$ cat src/rtl/sfr_pkg.sv
package sfr_pkg;
    localparam int NUM_EVT = 7;
    localparam int FLAG_W  = 8;

    // status bit positions
    localparam int BIT_ENTRY   = 0;
    localparam int BIT_INTEG   = 1;
    localparam int BIT_EXCRET  = 2;
    localparam int BIT_ATTRIB  = 3;
    localparam int BIT_TRANS   = 4;
    localparam int BIT_LAZYPRS = 5;
    localparam int BIT_VALID   = 6;
    localparam int BIT_LAZYERR = 7;

    // strobe positions
    localparam int EV_ENTRY   = 0;
    localparam int EV_INTEG   = 1;
    localparam int EV_EXCRET  = 2;
    localparam int EV_ATTRIB  = 3;
    localparam int EV_TRANS   = 4;
    localparam int EV_LAZYPRS = 5;
    localparam int EV_LAZYERR = 6;

    typedef enum logic {
        CAP_IDLE = 1'b0,
        CAP_HELD = 1'b1
    } cap_state_e;
endpackage

$ cat src/rtl/sfr_flags.sv
module sfr_flags
    import sfr_pkg::*;
(
    input  logic               clk,
    input  logic               rst_n,
    input  logic [NUM_EVT-1:0] evt_strobe,
    input  logic               lazy_active,
    input  logic [FLAG_W-1:0]  clr_mask,
    output logic [FLAG_W-1:0]  flags_q
);
    logic [FLAG_W-1:0] set_vec;

    always_comb begin
        set_vec              = '0;
        set_vec[BIT_ENTRY]   = evt_strobe[EV_ENTRY];
        set_vec[BIT_INTEG]   = evt_strobe[EV_INTEG];
        set_vec[BIT_EXCRET]  = evt_strobe[EV_EXCRET];
        set_vec[BIT_ATTRIB]  = evt_strobe[EV_ATTRIB] & ~lazy_active;
        set_vec[BIT_TRANS]   = evt_strobe[EV_TRANS];
        set_vec[BIT_LAZYPRS] = evt_strobe[EV_LAZYPRS]
                             | (evt_strobe[EV_ATTRIB] & lazy_active);
        set_vec[BIT_LAZYERR] = evt_strobe[EV_LAZYERR];
    end

    for (genvar i = 0; i < FLAG_W; i++) begin : g_flag
        if (i == BIT_VALID) begin : g_hole
            // address-valid lives in the capture machine
            assign flags_q[i] = set_vec[i];
        end else begin : g_sticky
            logic bit_q;
            always_ff @(posedge clk or negedge rst_n) begin
                if (!rst_n) bit_q <= 1'b0;
                else        bit_q <= set_vec[i] | (bit_q & ~clr_mask[i]);
            end
            assign flags_q[i] = bit_q;

            // held unless cleared
            a_r6_sticky: assert property (@(posedge clk) disable iff (!rst_n)
                (bit_q && !clr_mask[i]) |=> bit_q);
            // set beats clear
            a_r10_set_wins: assert property (@(posedge clk) disable iff (!rst_n)
                (set_vec[i] && clr_mask[i]) |=> bit_q);
        end
    end

    // lazy attribution lands on the lazy-preservation flag
    a_r4_lazy_route: assert property (@(posedge clk) disable iff (!rst_n)
        (evt_strobe[EV_ATTRIB] && lazy_active) |=> flags_q[BIT_LAZYPRS]);
    // strobe raises its flag
    a_r3_entry_set: assert property (@(posedge clk) disable iff (!rst_n)
        evt_strobe[EV_ENTRY] |=> flags_q[BIT_ENTRY]);
endmodule

$ cat src/rtl/sfr_capture.sv
module sfr_capture
    import sfr_pkg::*;
#(
    parameter int FADDR_W = 32
) (
    input  logic               clk,
    input  logic               rst_n,
    input  logic               any_evt,
    input  logic               addr_ok,
    input  logic [FADDR_W-1:0] evt_addr,
    input  logic               sw_clr,
    input  logic               ext_clr,
    output logic               valid,
    output logic [FADDR_W-1:0] addr_q
);
    cap_state_e state_q, state_d;
    logic       qual_evt;
    logic       load_en;

    assign qual_evt = any_evt & addr_ok;

    // state register
    always_ff @(posedge clk or negedge rst_n) begin
        if (!rst_n) state_q <= CAP_IDLE;
        else        state_q <= state_d;
    end

    // next state
    always_comb begin
        state_d = state_q;
        unique case (state_q)
            CAP_IDLE: if (qual_evt) state_d = CAP_HELD;            // CAPTURE
            CAP_HELD: if (!qual_evt && (sw_clr || ext_clr))
                          state_d = CAP_IDLE;                      // RELEASE
            default:  state_d = CAP_IDLE;
        endcase
    end

    // outputs
    always_comb begin
        valid   = (state_q == CAP_HELD);
        load_en = (state_q == CAP_IDLE) && qual_evt;
    end

    always_ff @(posedge clk or negedge rst_n) begin
        if (!rst_n)       addr_q <= '0;
        else if (load_en) addr_q <= evt_addr;
    end

    // capture in idle
    a_r7_capture: assert property (@(posedge clk) disable iff (!rst_n)
        (!valid && qual_evt) |=> (valid && addr_q == $past(evt_addr)));
    // first address kept
    a_r8_hold: assert property (@(posedge clk) disable iff (!rst_n)
        valid |=> $stable(addr_q));
    // external clear drops valid
    a_r9_release: assert property (@(posedge clk) disable iff (!rst_n)
        (ext_clr && !qual_evt) |=> !valid);
    // qualified event wins over clears
    a_r10_valid_wins: assert property (@(posedge clk) disable iff (!rst_n)
        qual_evt |=> valid);
endmodule

$ cat src/rtl/sfr_regif.sv
module sfr_regif
    import sfr_pkg::*;
#(
    parameter int          ADDR_W      = 8,
    parameter int          DATA_W      = 32,
    parameter int          FADDR_W     = 32,
    parameter logic [7:0]  STATUS_OFS  = 8'h14,
    parameter logic [7:0]  FADDR_OFS   = 8'h18
) (
    input  logic               clk,
    input  logic               rst_n,
    input  logic               reg_sel,
    input  logic               reg_wr,
    input  logic [ADDR_W-1:0]  reg_addr,
    input  logic [DATA_W-1:0]  reg_wdata,
    input  logic [FLAG_W-1:0]  status,
    input  logic [FADDR_W-1:0] faddr,
    output logic [FLAG_W-1:0]  clr_mask,
    output logic [DATA_W-1:0]  reg_rdata
);
    localparam logic [ADDR_W-1:0] ST_A = ADDR_W'(STATUS_OFS);
    localparam logic [ADDR_W-1:0] FA_A = ADDR_W'(FADDR_OFS);

    logic rd_en, wr_st;
    logic unused_wdata;

    assign rd_en        = reg_sel & ~reg_wr;
    assign wr_st        = reg_sel & reg_wr & (reg_addr == ST_A);
    assign unused_wdata = ^reg_wdata[DATA_W-1:FLAG_W];

    always_comb begin
        clr_mask = wr_st ? reg_wdata[FLAG_W-1:0] : '0;
    end

    always_comb begin
        reg_rdata = '0;
        if (rd_en) begin
            if (reg_addr == ST_A)      reg_rdata[FLAG_W-1:0] = status;
            else if (reg_addr == FA_A) reg_rdata = DATA_W'(faddr);
        end
    end

    // idle bus returns zero
    a_r1_idle_zero: assert property (@(posedge clk) disable iff (!rst_n)
        !rd_en |-> (reg_rdata == '0));
    // status upper bits zero
    a_r1_upper_zero: assert property (@(posedge clk) disable iff (!rst_n)
        (rd_en && reg_addr == ST_A) |-> (reg_rdata[DATA_W-1:FLAG_W] == '0));
endmodule

$ cat src/rtl/sec_fault_recorder.sv
module sec_fault_recorder
    import sfr_pkg::*;
#(
    parameter int         ADDR_W     = 8,
    parameter int         DATA_W     = 32,
    parameter int         FADDR_W    = 32,
    parameter logic [7:0] STATUS_OFS = 8'h14,
    parameter logic [7:0] FADDR_OFS  = 8'h18
) (
    input  logic               clk,
    input  logic               rst_n,
    input  logic [NUM_EVT-1:0] evt_strobe,
    input  logic               lazy_active,
    input  logic [FADDR_W-1:0] evt_addr,
    input  logic               evt_addr_ok,
    input  logic               ext_fault_clr,
    input  logic               reg_sel,
    input  logic               reg_wr,
    input  logic [ADDR_W-1:0]  reg_addr,
    input  logic [DATA_W-1:0]  reg_wdata,
    output logic [DATA_W-1:0]  reg_rdata
);
    logic [FLAG_W-1:0]  flags_q;
    logic [FLAG_W-1:0]  clr_mask;
    logic [FLAG_W-1:0]  status;
    logic [FADDR_W-1:0] faddr_q;
    logic               addr_valid;

    sfr_flags u_flags (
        .clk        (clk),
        .rst_n      (rst_n),
        .evt_strobe (evt_strobe),
        .lazy_active(lazy_active),
        .clr_mask   (clr_mask),
        .flags_q    (flags_q)
    );

    sfr_capture #(.FADDR_W(FADDR_W)) u_cap (
        .clk     (clk),
        .rst_n   (rst_n),
        .any_evt (|evt_strobe),
        .addr_ok (evt_addr_ok),
        .evt_addr(evt_addr),
        .sw_clr  (clr_mask[BIT_VALID]),
        .ext_clr (ext_fault_clr),
        .valid   (addr_valid),
        .addr_q  (faddr_q)
    );

    always_comb begin
        status            = flags_q;
        status[BIT_VALID] = addr_valid;
    end

    sfr_regif #(
        .ADDR_W    (ADDR_W),
        .DATA_W    (DATA_W),
        .FADDR_W   (FADDR_W),
        .STATUS_OFS(STATUS_OFS),
        .FADDR_OFS (FADDR_OFS)
    ) u_regif (
        .clk      (clk),
        .rst_n    (rst_n),
        .reg_sel  (reg_sel),
        .reg_wr   (reg_wr),
        .reg_addr (reg_addr),
        .reg_wdata(reg_wdata),
        .status   (status),
        .faddr    (faddr_q),
        .clr_mask (clr_mask),
        .reg_rdata(reg_rdata)
    );
endmodule

$ cat config.mk
export PLATFORM = sky130hd
export DESIGN_NAME = sec_fault_recorder
export DESIGN_NICKNAME = d
export VERILOG_FILES = /design/src/rtl/sfr_pkg.sv /design/src/rtl/sfr_flags.sv /design/src/rtl/sfr_capture.sv /design/src/rtl/sfr_regif.sv /design/src/rtl/sec_fault_recorder.sv
export SDC_FILE = /design/constraint.sdc
export NUM_CORES = 1
export LEC_CHECK = 0
export ABC_AREA = 0
export BUFFER_PORTS_ARGS = -buffer_cell sky130_fd_sc_hd__buf_2
export CAP_MARGIN = 20
export CORE_ASPECT_RATIO = 0.6
export CORE_UTILIZATION = 47
export CTS_CLUSTER_DIAMETER = 150
export CTS_CLUSTER_SIZE = 24
export DETAILED_ROUTE_END_ITERATION = 8
export GPL_TIMING_DRIVEN = 0
export PLACE_DENSITY = 0.85
export SYNTH_ARGS = -nofsm -noshare
export SYNTH_HDL_FRONTEND = slang
export SYNTH_SLANG_ARGS = --single-unit
$ cat constraint.sdc
create_clock -name clk -period 3.4 [get_ports clk]
set_input_delay 0.68 -clock clk [delete_from_list [all_inputs] [get_ports clk]]
set_output_delay 0.68 -clock clk [all_outputs]
set_load 0.03 [all_outputs]
==> impl_metrics.yaml <==
power_and_ir_drop:
  ir_worst_vdd_mv: 0.1906
  fin_total_pwr_mw: 1.269
  p_leak_nw: 1.424
  p_per_area_nw_per_um2: 465.8
timing:
  tightest_slew_ps: 861.9
  setup_tns_ps: 0
  setup_viol: 0
  fin_worst_skew_ps: 5.671
  fmax_mhz: 322.8
  finalHoldViolCount: 0
  final_max_slew_viol_count: 0
  rsz0062_at_grt: "no"
  timing.final.crit_share_pct: 91.13
  maxSlewHeadroom_pct: 42.54
  min_period_ps: 3098
  worst_slack_ps: 301.6
logic_synthesis:
  synth_nets: 244
  syn-cell-area_um2: 2058
  synth_seq_cells: 40
  syn_inst: 158
  synth.distinct_cells: 23
  ys_seq_area_share_pct: 48.63
  avgSynthCellArea_um2: 13.03
  yosysWarnings: 0
placed_design:
  gp_congestion: 0.7182
  portBuffers: 93
  place_hpwl_mm: 3.370
  dp.cells: 311
  dp_worst_setup_slack_ps: 282.9
  place_area_um2: 2599
critical_path:
  crit_arrival_ps: 2420
  cp.required_ps: 2720
  worstSetupPathType: "in -> out"
  crit_path_top_delay_cell: "or4b_4"
  r2r-start: "u_cap.valid$_DFF_PN0_"
  cp-startpoint: "reg_addr[1]"
  cp_slowest_stage_delay_ps: 570
  start_kind: "input port"
  crit_path_max_fanout: 10
  critPathCaptureType: "output pin"
  worstPathCellList: "buf_2 -> or4b_4 -> nor4b_4 -> clkbuf_2 -> and2_1 -> buf_2"
  path_common_cell: "buf_2"
finish:
  layout_commonest_cell: "buf_2"
  area_growth_pct: 32.40
  layout_common_cells: "buf_2 (93), dfrtp_1 (40), mux2_4 (30)"
  stdcell_area_um2: 2725
  n_antenna_cell: 0
  instances_no_fill: 319
  layout-drive-gt1-share_pct: 55.60
  nNetsFinal: 344
grt:
  grt-ovfl-total: 0
  grt_pass1_vias: 1401
  grt_max_degree: 41
  grtUsageTotal_pct: 20.09
  grt_pass1_wl_mm: 6.789
  antenna_found_initial: 0
detailed_routing:
  drtAntennaViolNets: 0
  routed_wirelength_mm: 4.345
  drc: 0
  drt_first_pass_iters: 4
  vias_per_cell: 4.752
  via_count: 1516
  wire_per_inst_um: 13.62
  initialDrtViolationCount: 77
floorplanning:
  row_count: 18
  fp.dieH_um: 53.26
  coreArea_um2: 4144
  io-pin-count: 118
  die_area_um2: 4657
  fp.dieW_um: 87.43
  initial_core_util_pct: 49.67
clock_network:
  clock_latency_ps: 290
  cts_buffer_depth: 2
  cts_htree_levels: 2
  clock-sinks: 40
  tritoncts: "done"
  cts-root-buf: "clkbuf_8"
  cts_made_buffers: 5
  cts_hold_buf: 0
  path_clk_slew_ps: 80
  postCtsSetupBuffers: 0
  cts_resized: 0
min_path:
  hold_path.class: "in -> async"
flow_run:
  maxCapViolations: 0
outcome:
  outcome: "finished, final reports clean"
-- worst max-delay path: cells and delay by family --
family,cells,cell delay [ps]
and+or+nand+nor,3,1160
buffers and inverters,3,560
-- final cells by class --
class,instances,area [µm²]
flip-flops and latches,40,1001
fillers,371,1419
repair buffers,93,465.4
inverters,11,41.29
clock buffers,7,96.34
clock inverters,1,30.03
well taps,60,75.07
plain buffers,8,81.33
multi-input cells,99,934.6
-- final timing paths --
path	to	slack, ps	depth (start not counted)
setup / recovery	reg_rdata[20]	300	6
hold / removal	u_cap.addr_q[1]$_DFFE_PN0P_	500	1
setup reg to reg	u_cap.addr_q[12]$_DFFE_PN0P_	2040	4
hold reg to reg	u_cap.addr_q[10]$_DFFE_PN0P_	510	1
max in group asynchronous	u_cap.addr_q[9]$_DFFE_PN0P_	2360	1
min in group clk	u_cap.addr_q[10]$_DFFE_PN0P_	510	1
-- where the power goes --
| group | switching (mW) | leakage (nW) | total [mW] | internal [mW] |
|---|---|---|---|---|
| registers | 0.0497 | 0.450 | 0.616 | 0.566 |
| logic | 0.0707 | 0.909 | 0.232 | 0.162 |
| clock network | 0.162 | 0.0645 | 0.421 | 0.259 |
| total | 0.283 | 1.42 | 1.27 | 0.987 |
-- synth_stat cells --
cell | number | area [µm²]
and2_1 | 24 | 150.1
or4b_4 | 1 | 13.76
a221oi_1 | 1 | 8.760
buf_12 | 3 | 60.06
clkbuf_1 | 3 | 11.26
clkbuf_2 | 2 | 10.01
nor2_1 | 13 | 48.80
nor4b_4 | 2 | 47.55
o21bai_1 | 1 | 7.510
inv_1 | 11 | 41.29
nor2b_1 | 2 | 12.51
or3b_2 | 1 | 8.760
or4_4 | 1 | 11.26
a22oi_1 | 8 | 60.06
or3_1 | 3 | 18.77
o21ai_0 | 2 | 10.01
mux2_4 | 30 | 450.4
o311ai_0 | 1 | 8.760
mux2_2 | 2 | 22.52
o22ai_1 | 1 | 6.260
dfrtp_1 | 40 | 1001
o211a_4 | 1 | 17.52
a31oi_1 | 5 | 31.28
-- per-stage QoR --
stage	hold slack (ps)	util [%]
4_1_cts	507.8	65.76
2_1_floorplan	384.4	-
3_5_place_dp	486.8	62.71
3_3_place_gp	481.9	62.71
6_report	500.6	65.76
5_1_grt	520.1	65.76
-- layer usage --
metal / part of all wire [%] / GRT usage (%)
met4: 0.23 / 3.279
met1: 52 / 30.40
met2: 42 / 28.39
met5: 0 / 0
met3: 5.8 / 5.928
-- kinds of logic after synthesis --
family                 Yosys count  share of synthesized area (%)
buffers and inverters           19                          5.958
AO/OA/AOI/OAI                   20                          7.296
flip-flops                      40                          48.63
multiplexers                    32                          22.98
AND/OR/NAND/NOR                 47                          15.14
-- sequential cells by signal, indices dropped and copies added (netlist names) --
name,cells
u_flags.g_flag.g_sticky.bit_q,7
u_cap.valid,1
u_cap.addr_q,32
Power figures use the tool's default switching activity.
